--- src/rtl/nrx_pkg.sv ---
package nrx_pkg;

    typedef enum logic [1:0] {
        PH_NEGO = 2'd0,
        PH_IDLE = 2'd1,
        PH_XFER = 2'd2,
        PH_UNK  = 2'd3
    } phase_e;

    typedef enum logic [2:0] {
        ST_WAIT     = 3'd0,
        ST_STALL    = 3'd1,
        ST_IDLE_CHK = 3'd2,
        ST_INT_WAIT = 3'd3,
        ST_NIB_LO   = 3'd4,
        ST_NIB_HI   = 3'd5
    } fsm_e;

    // synchronized status lines
    typedef struct packed {
        logic pclk;
        logic busy;
        logic ack;
        logic xf;
        logic ndav;
    } stat_t;

    localparam int STAT_W = 5;
    // line levels of an idle, healthy link
    localparam logic [STAT_W-1:0] STAT_IDLE = 5'b10101;

endpackage

--- src/rtl/nrx_sync.sv ---
module nrx_sync #(
    parameter int              W       = 5,
    parameter int              STAGES  = 2,
    parameter logic [W-1:0]    RST_VAL = '0
) (
    input  logic         clk,
    input  logic         rst_n,
    input  logic [W-1:0] d,
    output logic [W-1:0] q
);
    logic [STAGES-1:0][W-1:0] stg_q;

    always_ff @(posedge clk or negedge rst_n) begin
        if (!rst_n) begin
            stg_q <= {STAGES{RST_VAL}};
        end else begin
            stg_q[0] <= d;
            for (int i = 1; i < STAGES; i++) begin
                stg_q[i] <= stg_q[i-1];
            end
        end
    end

    assign q = stg_q[STAGES-1];
endmodule

--- src/rtl/nrx_timer.sv ---
module nrx_timer #(
    parameter int W = 8
) (
    input  logic         clk,
    input  logic         rst_n,
    input  logic         clr,
    input  logic [W-1:0] limit,
    output logic         hit
);
    logic [W-1:0] cnt_d, cnt_q;

    assign hit = (cnt_q >= limit);

    always_comb begin
        if (clr)      cnt_d = '0;
        else if (hit) cnt_d = cnt_q;
        else          cnt_d = cnt_q + W'(1);
    end

    always_ff @(posedge clk or negedge rst_n) begin
        if (!rst_n) cnt_q <= '0;
        else        cnt_q <= cnt_d;
    end
endmodule

--- src/rtl/nrx_nibble_pack.sv ---
module nrx_nibble_pack (
    input  logic       clk,
    input  logic       rst_n,
    input  logic       cap_lo,
    input  logic       cap_hi,
    input  logic [3:0] nib,
    output logic [7:0] byte_o
);
    logic [3:0] lo_d, lo_q, hi_d, hi_q;

    always_comb begin
        lo_d = cap_lo ? nib : lo_q;
        hi_d = cap_hi ? nib : hi_q;
    end

    always_ff @(posedge clk or negedge rst_n) begin
        if (!rst_n) begin
            lo_q <= '0;
            hi_q <= '0;
        end else begin
            lo_q <= lo_d;
            hi_q <= hi_d;
        end
    end

    assign byte_o = {hi_q, lo_q};
endmodule

--- src/rtl/nibble_rx_host.sv ---
module nibble_rx_host
    import nrx_pkg::*;
#(
    parameter int TIMEOUT_CYC = 256,
    parameter int STALL_CYC   = 8,
    parameter int CNT_W       = 16,
    parameter int SYNC_STAGES = 2
) (
    input  logic             clk,
    input  logic             rst_n,
    input  logic             nego_load,
    input  logic             start,
    input  logic [CNT_W-1:0] req_count,
    input  logic             ptr_clk,
    input  logic             ptr_busy,
    input  logic             ack_data_req,
    input  logic             xflag,
    input  logic             n_data_avail,
    output logic             host_busy,
    output logic             byte_valid,
    output logic [7:0]       byte_data,
    output logic             done,
    output logic [CNT_W-1:0] bytes_transferred,
    output logic             error,
    output logic [1:0]       phase
);
    localparam int MAX_WAIT = (TIMEOUT_CYC > STALL_CYC) ? TIMEOUT_CYC : STALL_CYC;
    localparam int TW       = $clog2(MAX_WAIT + 1);
    localparam logic [TW-1:0] TO_LIM = TW'(TIMEOUT_CYC);
    localparam logic [TW-1:0] ST_LIM = TW'(STALL_CYC);

    typedef struct packed {
        fsm_e             st;
        phase_e           ph;
        logic             hb;
        logic             nib_hi;
        logic [CNT_W-1:0] cnt;
        logic [CNT_W-1:0] req;
        logic             err;
        logic             done;
        logic             bv;
    } regs_t;

    regs_t r_q, r_d;

    // ---------------- status synchronizer ----------------
    stat_t          s;
    logic [STAT_W-1:0] raw_stat, sync_stat;

    assign raw_stat = {ptr_clk, ptr_busy, ack_data_req, xflag, n_data_avail};

    nrx_sync #(
        .W      (STAT_W),
        .STAGES (SYNC_STAGES),
        .RST_VAL(STAT_IDLE)
    ) u_sync (
        .clk  (clk),
        .rst_n(rst_n),
        .d    (raw_stat),
        .q    (sync_stat)
    );

    assign s = stat_t'(sync_stat);

    // ---------------- wait timer ----------------
    logic          tmr_clr, tmr_hit;
    logic [TW-1:0] tmr_lim;

    assign tmr_lim = (r_q.st == ST_STALL) ? ST_LIM : TO_LIM;
    assign tmr_clr = (r_d.st != r_q.st) || (r_q.st == ST_WAIT);

    nrx_timer #(.W(TW)) u_timer (
        .clk  (clk),
        .rst_n(rst_n),
        .clr  (tmr_clr),
        .limit(tmr_lim),
        .hit  (tmr_hit)
    );

    // ---------------- nibble assembly ----------------
    logic       clk_low_seen;
    logic [3:0] nib_now;

    assign clk_low_seen = (r_q.st == ST_NIB_LO) && !s.pclk;
    assign nib_now      = {s.busy, s.ack, s.xf, s.ndav};

    nrx_nibble_pack u_pack (
        .clk   (clk),
        .rst_n (rst_n),
        .cap_lo(clk_low_seen && !r_q.nib_hi),
        .cap_hi(clk_low_seen &&  r_q.nib_hi),
        .nib   (nib_now),
        .byte_o(byte_data)
    );

    // ---------------- next-state logic ----------------
    always_comb begin
        logic [CNT_W-1:0] cnt_inc;
        r_d      = r_q;
        r_d.done = 1'b0;
        r_d.bv   = 1'b0;
        cnt_inc  = r_q.cnt + CNT_W'(1);

        unique case (r_q.st)
            ST_WAIT: begin
                if (start) begin
                    r_d.err = 1'b0;
                    r_d.cnt = '0;
                    r_d.req = req_count;
                    unique case (r_q.ph)
                        PH_NEGO: begin
                            if (s.ndav) begin
                                r_d.st = ST_STALL;
                            end else begin
                                r_d.ph = PH_XFER;
                                if (req_count == '0) begin
                                    r_d.done = 1'b1;
                                end else begin
                                    r_d.hb     = 1'b0;
                                    r_d.nib_hi = 1'b0;
                                    r_d.st     = ST_NIB_LO;
                                end
                            end
                        end
                        PH_IDLE: r_d.st = ST_IDLE_CHK;
                        PH_XFER: begin
                            if (req_count == '0) begin
                                r_d.done = 1'b1;
                            end else begin
                                r_d.hb     = 1'b0;
                                r_d.nib_hi = 1'b0;
                                r_d.st     = ST_NIB_LO;
                            end
                        end
                        default: begin
                            r_d.err  = 1'b1;
                            r_d.ph   = PH_UNK;
                            r_d.done = 1'b1;
                        end
                    endcase
                end else if (nego_load) begin
                    r_d.ph = PH_NEGO;
                    r_d.hb = 1'b1;
                end
            end

            ST_STALL: begin
                if (tmr_hit) begin
                    r_d.hb = 1'b0;
                    r_d.ph = PH_IDLE;
                    r_d.st = ST_IDLE_CHK;
                end
            end

            ST_IDLE_CHK: begin
                if (!s.ndav) begin
                    r_d.hb = 1'b1;
                    r_d.st = ST_INT_WAIT;
                end else if (s.ack && !s.xf) begin
                    r_d.done = 1'b1;
                    r_d.st   = ST_WAIT;
                end else begin
                    r_d.err  = 1'b1;
                    r_d.ph   = PH_UNK;
                    r_d.done = 1'b1;
                    r_d.st   = ST_WAIT;
                end
            end

            ST_INT_WAIT: begin
                if (!s.ack) begin
                    r_d.ph = PH_XFER;
                    if (r_q.req == '0) begin
                        r_d.done = 1'b1;
                        r_d.st   = ST_WAIT;
                    end else begin
                        r_d.hb     = 1'b0;
                        r_d.nib_hi = 1'b0;
                        r_d.st     = ST_NIB_LO;
                    end
                end else if (tmr_hit) begin
                    r_d.err  = 1'b1;
                    r_d.ph   = PH_UNK;
                    r_d.done = 1'b1;
                    r_d.st   = ST_WAIT;
                end
            end

            ST_NIB_LO: begin
                if (!s.pclk) begin
                    r_d.hb = 1'b1;
                    r_d.st = ST_NIB_HI;
                end else if (tmr_hit) begin
                    r_d.err  = 1'b1;
                    r_d.ph   = PH_UNK;
                    r_d.done = 1'b1;
                    r_d.st   = ST_WAIT;
                end
            end

            ST_NIB_HI: begin
                if (s.pclk) begin
                    if (!r_q.nib_hi) begin
                        r_d.nib_hi = 1'b1;
                        r_d.hb     = 1'b0;
                        r_d.st     = ST_NIB_LO;
                    end else begin
                        r_d.bv  = 1'b1;
                        r_d.cnt = cnt_inc;
                        if (s.ndav) begin
                            r_d.ph   = PH_IDLE;
                            r_d.hb   = 1'b0;
                            r_d.done = 1'b1;
                            r_d.st   = ST_WAIT;
                        end else if (cnt_inc == r_q.req) begin
                            r_d.done = 1'b1;
                            r_d.st   = ST_WAIT;
                        end else begin
                            r_d.nib_hi = 1'b0;
                            r_d.hb     = 1'b0;
                            r_d.st     = ST_NIB_LO;
                        end
                    end
                end else if (tmr_hit) begin
                    r_d.err  = 1'b1;
                    r_d.ph   = PH_UNK;
                    r_d.done = 1'b1;
                    r_d.st   = ST_WAIT;
                end
            end

            default: r_d.st = ST_WAIT;
        endcase
    end

    always_ff @(posedge clk or negedge rst_n) begin
        if (!rst_n) begin
            r_q.st     <= ST_WAIT;
            r_q.ph     <= PH_UNK;
            r_q.hb     <= 1'b1;
            r_q.nib_hi <= 1'b0;
            r_q.cnt    <= '0;
            r_q.req    <= '0;
            r_q.err    <= 1'b0;
            r_q.done   <= 1'b0;
            r_q.bv     <= 1'b0;
        end else begin
            r_q <= r_d;
        end
    end

    assign host_busy         = r_q.hb;
    assign byte_valid        = r_q.bv;
    assign done              = r_q.done;
    assign bytes_transferred = r_q.cnt;
    assign error             = r_q.err;
    assign phase             = r_q.ph;

endmodule

--- config.mk ---
export PLATFORM = sky130hd
export DESIGN_NAME = nibble_rx_host
export DESIGN_NICKNAME = d
export VERILOG_FILES = /design/src/rtl/nrx_pkg.sv /design/src/rtl/nrx_sync.sv /design/src/rtl/nrx_timer.sv /design/src/rtl/nrx_nibble_pack.sv /design/src/rtl/nibble_rx_host.sv
export SDC_FILE = /design/constraint.sdc
export NUM_CORES = 1
export LEC_CHECK = 0
export BUFFER_PORTS_ARGS = -buffer_cell sky130_fd_sc_hd__buf_2
export CAP_MARGIN = 20
export CORE_ASPECT_RATIO = 1.1
export CORE_MARGIN = 10
export CORE_UTILIZATION = 55
export DETAILED_ROUTE_END_ITERATION = 10
export HOLD_SLACK_MARGIN = 0.12
export PLACE_DENSITY = 0.76
export SYNTH_ARGS = -nofsm -noshare
export SYNTH_HDL_FRONTEND = slang
export SYNTH_SLANG_ARGS = --single-unit
--- constraint.sdc ---
create_clock -name clk -period 3.4 [get_ports clk]
set_input_delay 0.85 -clock clk [delete_from_list [all_inputs] [get_ports clk]]
set_output_delay 0.85 -clock clk [all_outputs]
set_load 0.005 [all_outputs]
* Word level (Yosys, flattened, before mapping)
Index checks and enable logic that the tools add are counted.
Word-level totals: input port bits 25, output and inout port bits 30, register bits 69
Operators by class: equality and inequality tests 32, magnitude comparators 1, add/subtract/negate cells 2, mux-type cells 62, reduce and logical (&&, ||, !) cells 24
Operators by type and width (number):
- one-hot mux 3 bit (6 select lines) | 2
- 2-to-1 mux 35 bit | 1
- zero test 16 bit | 2
- one-hot mux 16 bit (2 select lines) | 1
- 2-to-1 mux 2 bit | 15
- 2-to-1 mux 3 bit | 10
- 2-to-1 mux 9 bit | 3
- != test 2 bit, second input constant | 10
- 2-to-1 mux 18 bit | 1
- 2-to-1 mux 1 bit | 17
- adder 16 x 1 -> 16 bit, second input constant | 1
- equality test 16 bit | 1
- 2-to-1 mux 16 bit | 1
- 2-to-1 mux 5 bit | 3
- != test 3 bit, second input constant | 5
- AND reduction 7 bit | 2
- AND reduction 11 bit | 1
- one-hot mux 2 bit (5 select lines) | 1
- AND reduction 10 bit | 1
- adder 9 x 1 -> 9 bit, second input constant | 1
- >= comparator 9 bit | 1
- one-hot mux 3 bit (3 select lines) | 1
- != test 2 x 1 -> 1 bit, second input constant | 4
- one-hot mux 2 bit (2 select lines) | 2
- 26 further kinds | 34

* Longest topological paths before layout
Gate-level depths: netlist of run 1.
depth after elaboration 10, gate-level depth with buffers 11

* By module
A second synthesis of run 1 with hierarchy kept.
Unflattened totals: cell total of the unflattened synthesis 533, area, all modules 4574.4 µm²
Modules (own cells, without submodules):
- nibble_rx_host | sequential area each 1054.8 µm², area each 3326.9 µm², cells an instance 423, times used 1
- nrx_timer | sequential area each 225.2 µm², area each 661.9 µm², cells an instance 79, times used 1
- nrx_sync | sequential area each 257.7 µm², area each 295.3 µm², cells an instance 15, times used 1
- nrx_nibble_pack | sequential area each 200.2 µm², area each 290.3 µm², cells an instance 16, times used 1

* Least setup slack after synthesis of run 1
OpenSTA, ideal clock, no wires.
path type reg-to-reg, start register r_q[41] (netlist name), end register u_timer.cnt_q[1], slack 399 ps, arrival 2930 ps, required time 3329 ps, cell stages (with the launch flop) 12, setup time 71 ps, cell sequence dfrtp_1 > clkbuf_1 > or2_2 > nor2_1 > ha_1 > or4b_4 > o31ai_4 > nand2_4 > o311a_1 > o311a_1 > buf_6 > nor2_1
Between the ends: cells in the longest elaborated chain, start to end 9, elaborated cells on any way between the ends 22, those cells by class 1 x order compare; 7 x eq/ne; 12 x mux; 2 x reduce/logical
RTL lines:
- start, declared | line nibble_rx_host.sv:44 | regs_t r_q, r_d;
- start signal, assigned | line nibble_rx_host.sv:248 | r_q <= r_d;
- equality test 3 x 1 -> 1 bit | line nibble_rx_host.sv:69, nibble_rx_host.sv:104
- 2-to-1 mux 9 bit | line nibble_rx_host.sv:69 | assign tmr_lim = (r_q.st == ST_STALL) ? ST_LIM : TO_LIM;
- >= comparator 9 bit | line nrx_timer.sv:12 | assign hit = (cnt_q >= limit);
- 2-to-1 mux 5 bit | line nibble_rx_host.sv:181, nibble_rx_host.sv:193, nibble_rx_host.sv:224
- 2-to-1 mux 5 bit (tied with other cells) | line nibble_rx_host.sv:202 | if (s.pclk) begin
- one-hot mux 3 bit (6 select lines) | line nibble_rx_host.sv:104 | unique case (r_q.st)
- != test 3 bit | line nibble_rx_host.sv:70 | assign tmr_clr = (r_d.st != r_q.st) || (r_q.st == ST_WAIT);
- logical OR 1 bit | line nibble_rx_host.sv:70
- != test 2 bit (no source line) or 2-to-1 mux 9 bit (tied branches)
- end signal, assigned | line nrx_timer.sv:22 | else cnt_q <= cnt_d;
- end, declared | line nrx_timer.sv:10 | logic [W-1:0] cnt_d, cnt_q;
Several ways; a longest one is shown, not always the timed one. The select of a mux whose other input is x is not followed. A chain may end at the register's enable or synchronous reset.

* Worst setup path after layout of run 1
start register r_q[41] (netlist name), end register u_timer.cnt_q[8]
Same word-level chain as after synthesis.

==> qor.csv, run 1 <==
stage;metric;value;unit
yosys;Top FF cell, synth;dfrtp_1;
routing;drt via density;5.85;
timing;relative slew slack;43.2;%
timing;clock skew;0.00684;ns
die;die span in x;103;microns
yosys;number of flops mapped to enable cells by yosys;0;
clocking;Post-CTS Setup Inserts;0;
hold_path;Worst Hold Class;register to register;
clocking;Root Buffer;clkbuf_8;
die;Vert. Die Dim;112;microns
critical_path;CP peak stage delay;0.47;ns
yosys;share of the yosys chip area belonging to registers;41.2;%
routing;DRT iter0 DRCs;184;
critical_path;Setup crit end kind;register;
global_route;GR Util All Layers;18.5;%
routing;WL/cell;16.4;microns
global_route;initial antenna violation count;0;
yosys;Yosys reg bits;69;
clocking;hold-fix buffers at CTS;0;
placement;placed instance area;4460;sq um
clocking;H-Tree Depth;3;
power;switching power total;1360;uW
placement;Buffers on Ports;54;
routing;final WL;10300;microns
global_route;first-pass GRT wire length;17400;microns
die;Initial Util;56.4;%
clocking;CTS tree;yes;
power;power per cell area;759;nW/um^2
yosys;syn_area_per_cell;8.64;sq um
placement;Inst Count DP;614;
critical_path;crit start category;register;
power;Int Power;2210;uW
clocking;clk sink count;69;
critical_path;Critical Path Slowest Stage Cell;or4b_4;
routing;DRC viols;0;
placement;dpl hpwl;7630;microns
yosys;synth unique cells;63;
die;IO Pins;55;
timing;final hold violations;0;
die;core area;7470;sq um
clocking;Max clock buf depth;2;
global_route;GRT overflow;0;
timing;Pins Over Slew Limit;0;
finish;Nets;555;
timing;min Tclk post-route;2.96;ns
outcome;status;finished, final reports clean;
timing;final worst slack;0.441;ns
power;switching share of power;38.1;%
finish;# diodes;0;
flow_run;Max-cap violations;0;
critical_path;CP required;3.66;ns
yosys;Post-Syn Area;4220;sq um
timing;Sum Neg Setup Slack;0;ns
critical_path;CP arrival;3.22;ns
placement;worst slack, placed;0.467;ns
finish;Final Non-Filler Cells;630;
placement;GP Congestion;0.948;
global_route;vias in the first global route;3577;
clocking;Num CTS Buffers;9;
global_route;largest net degree at the start of global routing;42;
timing;worst slew pin tran;0.845;ns
critical_path;Crit Path Max Fanout;9;
critical_path;worst path buffer plus inverter count;0;
clocking;post-cts repair resize count;0;
finish;share of cells above drive strength 1;20.6;%
finish;Layout area overhead;11.5;%
power;Clk pwr share;23.0;%
power;leakage power;0.00212;uW
routing;ANT nets after route;0;
critical_path;critical path class;register to register;
critical_path;Critical Path, Cell by Cell;or2_2 -> nor2_1 -> ha_1 -> or4b_4 -> o31ai_4 -> nand2_4 -> o311a_1 -> o311a_1 -> nor2_1;
power;Comb pwr share;41.6;%
yosys;Yosys warning count;0;
clocking;Worst-Skew Late Latency;0.34;ns
yosys;Async SR Flop Fraction;100;%
power;Flop pwr share;35.3;%
timing;# setup viols final;0;
routing;via count;3686;
timing;crit share post-route;87.0;%
yosys;syn nets;523;
clocking;Clk pin slew, worst setup/hold paths;0.07;ns
power;worst vdd ir;0.528;mV
yosys;Syn Inst Count;488;
timing;f_max;338;MHz
critical_path;Largest delay share family, worst path;simple AND/OR/NAND/NOR gates;
die;die area;11600;sq um
finish;final instance area;4700;sq um
routing;drt pass-1 iters;7;
die;std cell rows;33;
timing;RSZ-0062 raised after global routing;false;
==> placed cells by master, fill, tap and decap left out, types with 5 or more instances in the layout <==
cell type / synthesis / routed
xnor2_1: 19 / 19
ha_1: 10 / 10
nor3_1: 8 / 8
nor4_1: 16 / 16
nor2b_1: 6 / 6
inv_1: 16 / 16
nand4_1: 14 / 14
o22ai_1: 5 / 5
a21oi_1: 17 / 17
dfstp_2: 9 / 9
o21ai_0: 36 / 36
nor2_1: 37 / 37
xor2_1: 13 / 13
mux2_2: 8 / 8
buf_2: 6 / 54
nand2_1: 77 / 77
buf_4: 18 / 11
dfrtp_1: 60 / 60
nand3_1: 23 / 23
clkbuf_8: 0 / 10
==> synth_stat cells (3+ instances only) <==
master | count | area [sq um]
mux2_2 | 8 | 90.1
nor2_1 | 37 | 139
inv_1 | 16 | 60.1
dfrtp_1 | 60 | 1500
and3_1 | 4 | 25.0
a21oi_1 | 17 | 85.1
buf_2 | 6 | 30.0
a31oi_1 | 4 | 25.0
clkbuf_1 | 18 | 67.6
nor2b_1 | 6 | 37.5
o41ai_1 | 4 | 35.0
nor3_1 | 8 | 40.0
o22ai_1 | 5 | 31.3
o31a_1 | 3 | 26.3
dfstp_2 | 9 | 236
nand2b_1 | 4 | 25.0
nand4_1 | 14 | 87.6
buf_4 | 18 | 135
o211ai_1 | 4 | 30.0
xor2_1 | 13 | 114
o21ai_0 | 36 | 180
nor4_1 | 16 | 100
or3_1 | 3 | 18.8
ha_1 | 10 | 125
xnor2_1 | 19 | 166
nand2_1 | 77 | 289
nand3_1 | 23 | 115
==> metal layers <==
layer  GRT usage [%]  up-vias  part of all wire, %
met2            30.2      137                   49
met3            4.08       22                  7.5
met4            6.96        0                  2.3
met1            23.0     1755                   41
met5               0        -                    0
li1                -     1772                    -
==> area by class of cell <==
cell class,instances,area [sq um]
well taps,105,131
repair buffers,65,353
fillers,643,2770
multi-input cells,358,2170
flip-flops and latches,69,1740
clock inverters,4,95.1
inverters,17,63.8
clock buffers,12,145
==> flip-flops by register name (all words and copies together), names as in the netlist <==
register,count
u_pack.hi_q,4
byte_valid,1
u_sync.q,5
r_q,20
host_busy,1
done,1
u_timer.cnt_q,9
phase,2
u_sync.stg_q,5
bytes_transferred,16
u_pack.lo_q,4
error,1
==> final timing paths <==
check                           startpoint               end  slack [ns]  cells after the start
max                                r_q[41]  u_timer.cnt_q[8]        0.44                      9
min                        u_sync.stg_q[0]       u_sync.q[0]        0.36                      0
max reg2reg                        r_q[41]  u_timer.cnt_q[8]        0.44                      9
min reg2reg                u_sync.stg_q[0]       u_sync.q[0]        0.36                      0
max in group asynchronous            rst_n   u_sync.stg_q[0]        2.45                      2
min in group asynchronous            rst_n        byte_valid        0.50                      2
==> power groups by stage <==
stage               Clock (uW)  Sequential [uW]  Combinational, uW
global route               876             1300               1650
floorplan                    0             1220               1100
global placement             0             1260               1450
detailed placement           0             1270               1470
CTS                        834             1260               1480
finish                     822             1260               1490
==> through the flow <==
stage	util (%)	hold slack, ns	total power, uW
after floorplan	-	0.331	2320
after global placement	59.7	0.333	2710
after detailed placement	59.7	0.349	2740
after CTS	62.9	0.357	3570
after global routing	62.9	0.361	3830
final	62.9	0.356	3570
==> cell families (layout without fill, tap and decap cells) <==
kind of cell,after synthesis,count (layout),share of synthesized area (%)
xor+xnor,32,32,6.64
compound gates,99,99,15.4
buf+inv,61,98,7.39
mux,9,9,2.37
flops,69,69,41.2
fa+ha+maj,10,10,2.97
simple gates,208,208,24.0
Power figures use the tool's default switching activity.
==> inputs of run 2 (changes only) <==
--- a/config.mk
+++ b/config.mk
@@ -7,12 +7,14 @@
 export LEC_CHECK = 0
 export BUFFER_PORTS_ARGS = -buffer_cell sky130_fd_sc_hd__buf_2
 export CAP_MARGIN = 20
+export CELL_PAD_IN_SITES_DETAIL_PLACEMENT = 1
+export CELL_PAD_IN_SITES_GLOBAL_PLACEMENT = 2
 export CORE_ASPECT_RATIO = 1.1
 export CORE_MARGIN = 10
-export CORE_UTILIZATION = 55
+export CORE_UTILIZATION = 35
 export DETAILED_ROUTE_END_ITERATION = 10
 export HOLD_SLACK_MARGIN = 0.12
-export PLACE_DENSITY = 0.76
+export PLACE_DENSITY_LB_ADDON = 0.1
 export SYNTH_ARGS = -nofsm -noshare
 export SYNTH_HDL_FRONTEND = slang
 export SYNTH_SLANG_ARGS = --single-unit
==> run 2 against run 1 <==
Effect of this change:
- global-route usage decreased by 3.5 points
- wire length grew 21%
- maximum frequency fell by 0.25%
- non-clock buffer count unchanged
==> qor.csv, run 2 (synthesis results as in run 1) <==
stage;metric;value;unit;change
global_route;met1 Usage GRT;17.3;%;-5.7 points
clocking;CTS tree;yes;;
global_route;Most Crowded Layer GR;met2;;
routing;drt via density;5.35;;-8.5%
global_route;vias in the first global route;3838;;+7.3%
clocking;post-cts repair resize count;0;;unchanged
routing;drt pass-1 iters;7;;unchanged
clocking;hold-fix buffers at CTS;0;;unchanged
timing;worst slew pin tran;0.821;ns;-0.0233 ns
clocking;clk sink count;69;;unchanged
timing;hold_ws;0.350;ns;-0.00518 ns
finish;commonest non-fill, non-tap cell in the layout;nand2_1;;
global_route;M2 GR Usage;25.4;%;-4.8 points
timing;Sum Neg Setup Slack;0;ns;unchanged
finish;Final Non-Filler Cells;679;;+7.8%
critical_path;Crit Path Max Fanout;9;;unchanged
die;die area;16800;sq um;+46%
power;worst vdd ir;0.391;mV;-26%
timing;min Tclk post-route;2.97;ns;+0.00731 ns
routing;final WL;12500;microns;+21%
critical_path;crit start category;register;;
die;std cell rows;42;;+27%
clocking;Num CTS Buffers;9;;unchanged
routing;via count;3636;;-1.4%
timing;# setup viols final;0;;unchanged
global_route;largest net degree at the start of global routing;45;;+7.1%
timing;relative slew slack;44.7;%;+1.6 points
global_route;GRT overflow;0;;unchanged
clocking;Root Buffer;clkbuf_16;;
timing;final worst slack;0.434;ns;-0.00731 ns
timing;f_max;337;MHz;-0.25%
clocking;H-Tree Depth;3;;unchanged
power;power per cell area;764;nW/um^2;+0.68%
finish;commonest non-fill, non-tap cells in the layout;nand2_1, dfrtp_1, buf_2, nor2_1, o21ai_0;;
finish;Layout area overhead;14.0;%;
timing;clock skew;0.00858;ns;+0.00175 ns
clocking;Post-CTS Setup Inserts;0;;unchanged
critical_path;CP required;3.66;ns;about the same
placement;worst slack, placed;0.441;ns;-0.0263 ns
placement;GP Congestion;0.851;;-10%
routing;DRC viols;0;;unchanged
finish;# diodes;0;;unchanged
global_route;first-pass GRT wire length;20500;microns;+18%
finish;Nets;555;;unchanged
finish;Biggest register;r_q;;
hold_path;Worst Hold Class;register to register;;
routing;ANT nets after route;0;;unchanged
die;core area;11900;sq um;+60%
global_route;GR Util All Layers;15.0;%;-3.5 points
critical_path;Setup crit end kind;register;;
clocking;Worst-Skew Late Latency;0.35;ns;about the same
placement;dpl hpwl;9270;microns;+21%
die;Vert. Die Dim;135;microns;+21%
placement;Buffers on Ports;54;;unchanged
routing;WL/cell;18.3;microns;+12%
placement;Inst Count DP;663;;+8.0%
timing;Pins Over Slew Limit;0;;unchanged
die;die span in x;125;microns;+20%
clocking;Max clock buf depth;2;;unchanged
die;IO Pins;55;;unchanged
timing;final hold violations;0;;unchanged
timing;crit share post-route;87.2;%;+0.21 points
flow_run;Max-cap violations;0;;unchanged
power;leakage power;0.00214;uW;+0.98%
finish;max reg flops;20;;unchanged
timing;RSZ-0062 raised after global routing;false;;
power;total power;3680;uW;+3.0%
outcome;status;finished, final reports clean;;
critical_path;CP arrival;3.23;ns;about the same
finish;share of cells above drive strength 1;20.4;%;-0.19 points
die;Initial Util;35.4;%;-21 points
clocking;Clk pin slew, worst setup/hold paths;0.05;ns;-0.02 ns
critical_path;critical path class;register to register;;
global_route;initial antenna violation count;0;;unchanged
global_route;GRT met3 Usage;2.94;%;-1.1 points
routing;DRT iter0 DRCs;221;;+20%
## run 2: layer usage
metal | up-vias | wire [microns] | part of all wire, %
li1 | 1770 | - | -
met1 | 1773 | 5360 | 43
met2 | 69 | 6200 | 50
met3 | 24 | 506 | 4.1
met4 | 0 | 391 | 3.1
met5 | - | 0 | 0
## run 2: final cells by class
| type | instances | area, sq um |
|---|---|---|
| tap | 154 | 193 |
| timing repair buffer | 65 | 365 |
| inverter | 17 | 63.8 |
| clock buffer | 14 | 264 |
| sequential | 69 | 1740 |
| fill | 1433 | 7120 |
| clock inverter | 2 | 10.0 |
| multi-input combinational | 358 | 2170 |
## run 2: critical path: stages (launching register included)
cell	delay [ns]
dfrtp_1	0.37
or2_2	0.34
nor2_1	0.17
ha_1	0.17
or4b_4	0.46
o31ai_4	0.29
nand2_4	0.11
o311a_1	0.35
o311a_1	0.47
nor2_1	0.17
## run 2: path summary, 6_finish.rpt
path	slack [ns]	from	depth (start not counted)	end
hold / removal	0.35	u_sync.stg_q[1]	0	u_sync.q[1]
max in group asynchronous	2.13	rst_n	2	u_sync.q[2]
setup / recovery	0.43	r_q[41]	9	u_timer.cnt_q[8]
hold reg to reg	0.35	u_sync.stg_q[1]	0	u_sync.q[1]
min in group asynchronous	0.53	rst_n	1	bytes_transferred[2]
setup reg to reg	0.43	r_q[41]	9	u_timer.cnt_q[8]
## run 2: metrics by stage
step | area (sq um) | utilization (%)
after detailed placement | 4530 | 38.0
after global placement | 4530 | 38.0
final | 4810 | 40.3
after global routing | 4810 | 40.3
after floorplan | 4220 | -
after CTS | 4810 | 40.3
## run 2: report_power, final
part	internal (uW)	switching, uW	leakage (uW)
combinational	656	863	0.00112
sequential	1050	218	0.000876
clock	532	358	0.000137
==> inputs of run 3 (changes only) <==
--- a/config.mk
+++ b/config.mk
@@ -11,10 +11,11 @@
 export CELL_PAD_IN_SITES_GLOBAL_PLACEMENT = 2
 export CORE_ASPECT_RATIO = 1.1
 export CORE_MARGIN = 10
-export CORE_UTILIZATION = 35
+export CORE_UTILIZATION = 36
 export DETAILED_ROUTE_END_ITERATION = 10
 export HOLD_SLACK_MARGIN = 0.12
 export PLACE_DENSITY_LB_ADDON = 0.1
 export SYNTH_ARGS = -nofsm -noshare
 export SYNTH_HDL_FRONTEND = slang
+export SYNTH_HIERARCHICAL = 1
 export SYNTH_SLANG_ARGS = --single-unit
==> run 3 against run 2 <==
Effect of this change:
- sequential power rose by 7%
- worst hold slack got worse by 0.00051 ns
- area after synthesis rose by 8.5%
- register-to-register slack improved by 0.10 ns
- sequential cell count did not move
- total power rose by 8.6%
- synthesized cell count rose by 9.2%
==> qor.csv, run 3 <==
stage;metric;value;unit;change
finish;max reg flops;20;;unchanged
routing;ANT nets after route;0;;unchanged
timing;crit share post-route;84.3;%;-3.0 points
critical_path;CP peak stage delay;0.66;ns;+0.19 ns
routing;drt via density;5.45;;+1.9%
global_route;GR Util All Layers;15.4;%;+0.36 points
timing;RSZ-0062 raised after global routing;false;;
finish;commonest non-fill, non-tap cell in the layout;nand2_1;;
yosys;Syn Inst Count;533;;+9.2%
yosys;top cells by count, synth;nand2_1, dfrtp_1, o21ai_0;;
die;die area;17600;sq um;+4.6%
routing;via count;3971;;+9.2%
clocking;CTS tree;yes;;
critical_path;critical path class;register to register;;
routing;final WL;13500;microns;+8.4%
clocking;post-cts repair resize count;0;;unchanged
power;Comb pwr share;39.5;%;-1.8 points
power;switching share of power;39.7;%;+0.60 points
critical_path;crit start category;register;;
yosys;syn_area_per_cell;8.58;sq um;-0.70%
yosys;post-synth top area cell;dfrtp_1;;
yosys;Post-Syn Area;4570;sq um;+8.5%
clocking;Worst-Skew Late Latency;0.34;ns;about the same
power;Flop pwr share;34.0;%;-0.5 points
finish;share of cells above drive strength 1;20.5;%;+0.11 points
routing;DRT iter0 DRCs;202;;-8.6%
finish;final core area utilization;41.4;%;+1.1 points
flow_run;Max-cap violations;0;;unchanged
critical_path;Crit Path Max Fanout;3;;-6
yosys;synth unique cells;71;;+13%
yosys;share of the yosys chip area belonging to registers;38.0;%;-3.2 points
timing;# setup viols final;0;;unchanged
clocking;Root Buffer;clkbuf_16;;
critical_path;CP required;3.67;ns;about the same
finish;register area;1740;sq um;unchanged
routing;drt pass-1 iters;4;;-3
finish;# diodes;0;;unchanged
outcome;status;finished, final reports clean;;
timing;clock skew;0.00956;ns;+0.000976 ns
global_route;initial antenna violation count;0;;unchanged
critical_path;Critical Path, Cell by Cell;nor2_1 -> nand2_1 -> inv_1 -> inv_1 -> ha_1 -> nand2_1 -> nor2_1 -> a211o_1 -> nor2_1 -> o21ai_0 -> nand2_1 -> or4b_2 -> a41oi_2 -> mux2_4;;
yosys;Async SR Flop Fraction;100;%;unchanged
timing;worst slew pin tran;0.799;ns;-0.0226 ns
clocking;Num CTS Buffers;9;;unchanged
clocking;hold-fix buffers at CTS;0;;unchanged
clocking;H-Tree Depth;3;;unchanged
die;std cell rows;43;;+2.4%
die;Vert. Die Dim;138;microns;+2.3%
power;leakage power;0.00232;uW;+8.6%
global_route;first-pass GRT wire length;22300;microns;+8.8%
die;core area;12500;sq um;+5.1%
yosys;Yosys warning count;6;;+6
die;IO Pins;55;;unchanged
yosys;Top FF cell, synth;dfrtp_1;;
critical_path;Critical Path Slowest Stage Cell;or4b_2;;
global_route;GRT overflow;0;;unchanged
clocking;clk sink count;69;;unchanged
clocking;Clk pin slew, worst setup/hold paths;0.06;ns;about the same
finish;multi-input logic area;2450;sq um;+13%
power;worst vdd ir;0.417;mV;+6.6%
die;die span in x;127;microns;+2.3%
timing;Sum Neg Setup Slack;0;ns;unchanged
die;Initial Util;36.5;%;+1.1 points
routing;DRC viols;0;;unchanged
timing;f_max;349;MHz;+3.5%
global_route;vias in the first global route;4269;;+11%
power;Int Power;2410;uW;+7.5%
finish;commonest non-fill, non-tap cells in the layout;nand2_1, dfrtp_1, buf_2, o21ai_0, nor2_1;;
placement;GP Congestion;0.859;;+0.89%
clocking;Max clock buf depth;2;;unchanged
hold_path;Worst Hold Class;register to register;;
finish;Nets;607;;+9.4%
timing;min Tclk post-route;2.86;ns;-0.102 ns
power;switching power total;1590;uW;+10%
finish;Layout area overhead;13.4;%;
routing;WL/cell;18.5;microns;+1.1%
yosys;number of flops mapped to enable cells by yosys;0;;unchanged
critical_path;CP arrival;3.13;ns;-0.10 ns
timing;final hold violations;0;;unchanged
yosys;synth top area cells;dfrtp_1, nand2_1, dfstp_2, buf_4, o21ai_0;;
clocking;Post-CTS Setup Inserts;0;;unchanged
global_route;largest net degree at the start of global routing;70;;+56%
yosys;top cell type's share of synthesized area;32.8;%;-2.8 points
timing;Pins Over Slew Limit;0;;unchanged
finish;Biggest register;r_q;;
critical_path;Setup crit end kind;register;;
timing;relative slew slack;46.3;%;+1.5 points
power;power per cell area;770;nW/um^2;+0.70%
yosys;cell with the most instances after synthesis;nand2_1;;
power;Clk pwr share;26.5;%;+2.3 points
placement;dpl hpwl;10200;microns;+9.8%
yosys;Yosys reg bits;69;;unchanged
finish;# fillers;1524;;+6.4%
placement;Buffers on Ports;54;;unchanged
[run 3: cell types whose count changed after synthesis, sizes merged, moves of 10 or more]
cell / before / now
xnor2: 19 / 7
inv: 16 / 27
a21oi: 17 / 27
nand2: 78 / 96
buf: 26 / 37
o21ai: 36 / 50
nand3: 23 / 6
[run 3: power by group through the flow]
stage	combinational (uW)	clock, uW	sequential, uW
2_1_floorplan	1230	0	1260
3_3_place_gp	1570	0	1360
3_5_place_dp	1600	0	1370
4_1_cts	1610	1080	1360
5_1_grt	1770	1120	1390
6_report	1580	1060	1360
[run 3: cell families after synthesis]
group / synth area share, %
AOI/OAI and AO/OA: 17.8
xor gates and xnor gates: 3.06
buffers and inverters: 9.00
other: 0.0820
muxes: 4.10
adders and majority gates: 4.60
and+or+nand+nor: 23.4
DFF: 38.0
[run 3: per-layer routing]
layer | global-route usage (%) | share of wire (%)
met5 | 0 | 0
met4 | 5.58 | 1.9
met3 | 3.25 | 3.5
met1 | 17.2 | 42
met2 | 27.7 | 53
[run 3: worst paths after layout]
check,startpoint,endpoint,slack (ns),cells after the start
worst max-delay path,r_q[41],host_busy,0.54,14
worst min-delay path,u_sync/stg_q[1],u_sync/q[1],0.35,0
worst max register to register,r_q[41],host_busy,0.54,14
worst min register to register,u_sync/stg_q[1],u_sync/q[1],0.35,0
max in group asynchronous,rst_n,u_sync/q[2],2.52,2
min in group asynchronous,rst_n,bytes_transferred[0],0.52,2
[run 3: worst max-delay path, delay by kind of cell, from the launching register on]
kind            cells  cell delay, ns
fa+ha+maj           1            0.27
flops               1            0.37
buf+inv             2            0.10
simple gates        7            1.21
compound gates      3            0.55
mux                 1            0.31
[run 3: metrics by stage]
stage	std cells	setup slack [ns]	area (sq um)	power, uW	hold WS, ns
after floorplan	539	0.00672	4600	2490	0.331
after global placement	712	0.244	4850	2930	0.336
after detailed placement	712	0.254	4850	2980	0.338
after CTS	728	0.518	5190	4050	0.353
after global routing	728	0.242	5190	4290	0.357
final	728	0.535	5190	3990	0.350
[run 3: area by class of cell]
class,count,area share [%]
Inverter,27,1.95
Clock inverter,6,1.81
Clock buffer,10,4.61
Sequential cell,69,33.5
Tap cell,157,3.79
Timing Repair Buffer,65,7.04
Multi-Input combinational cell,394,47.3
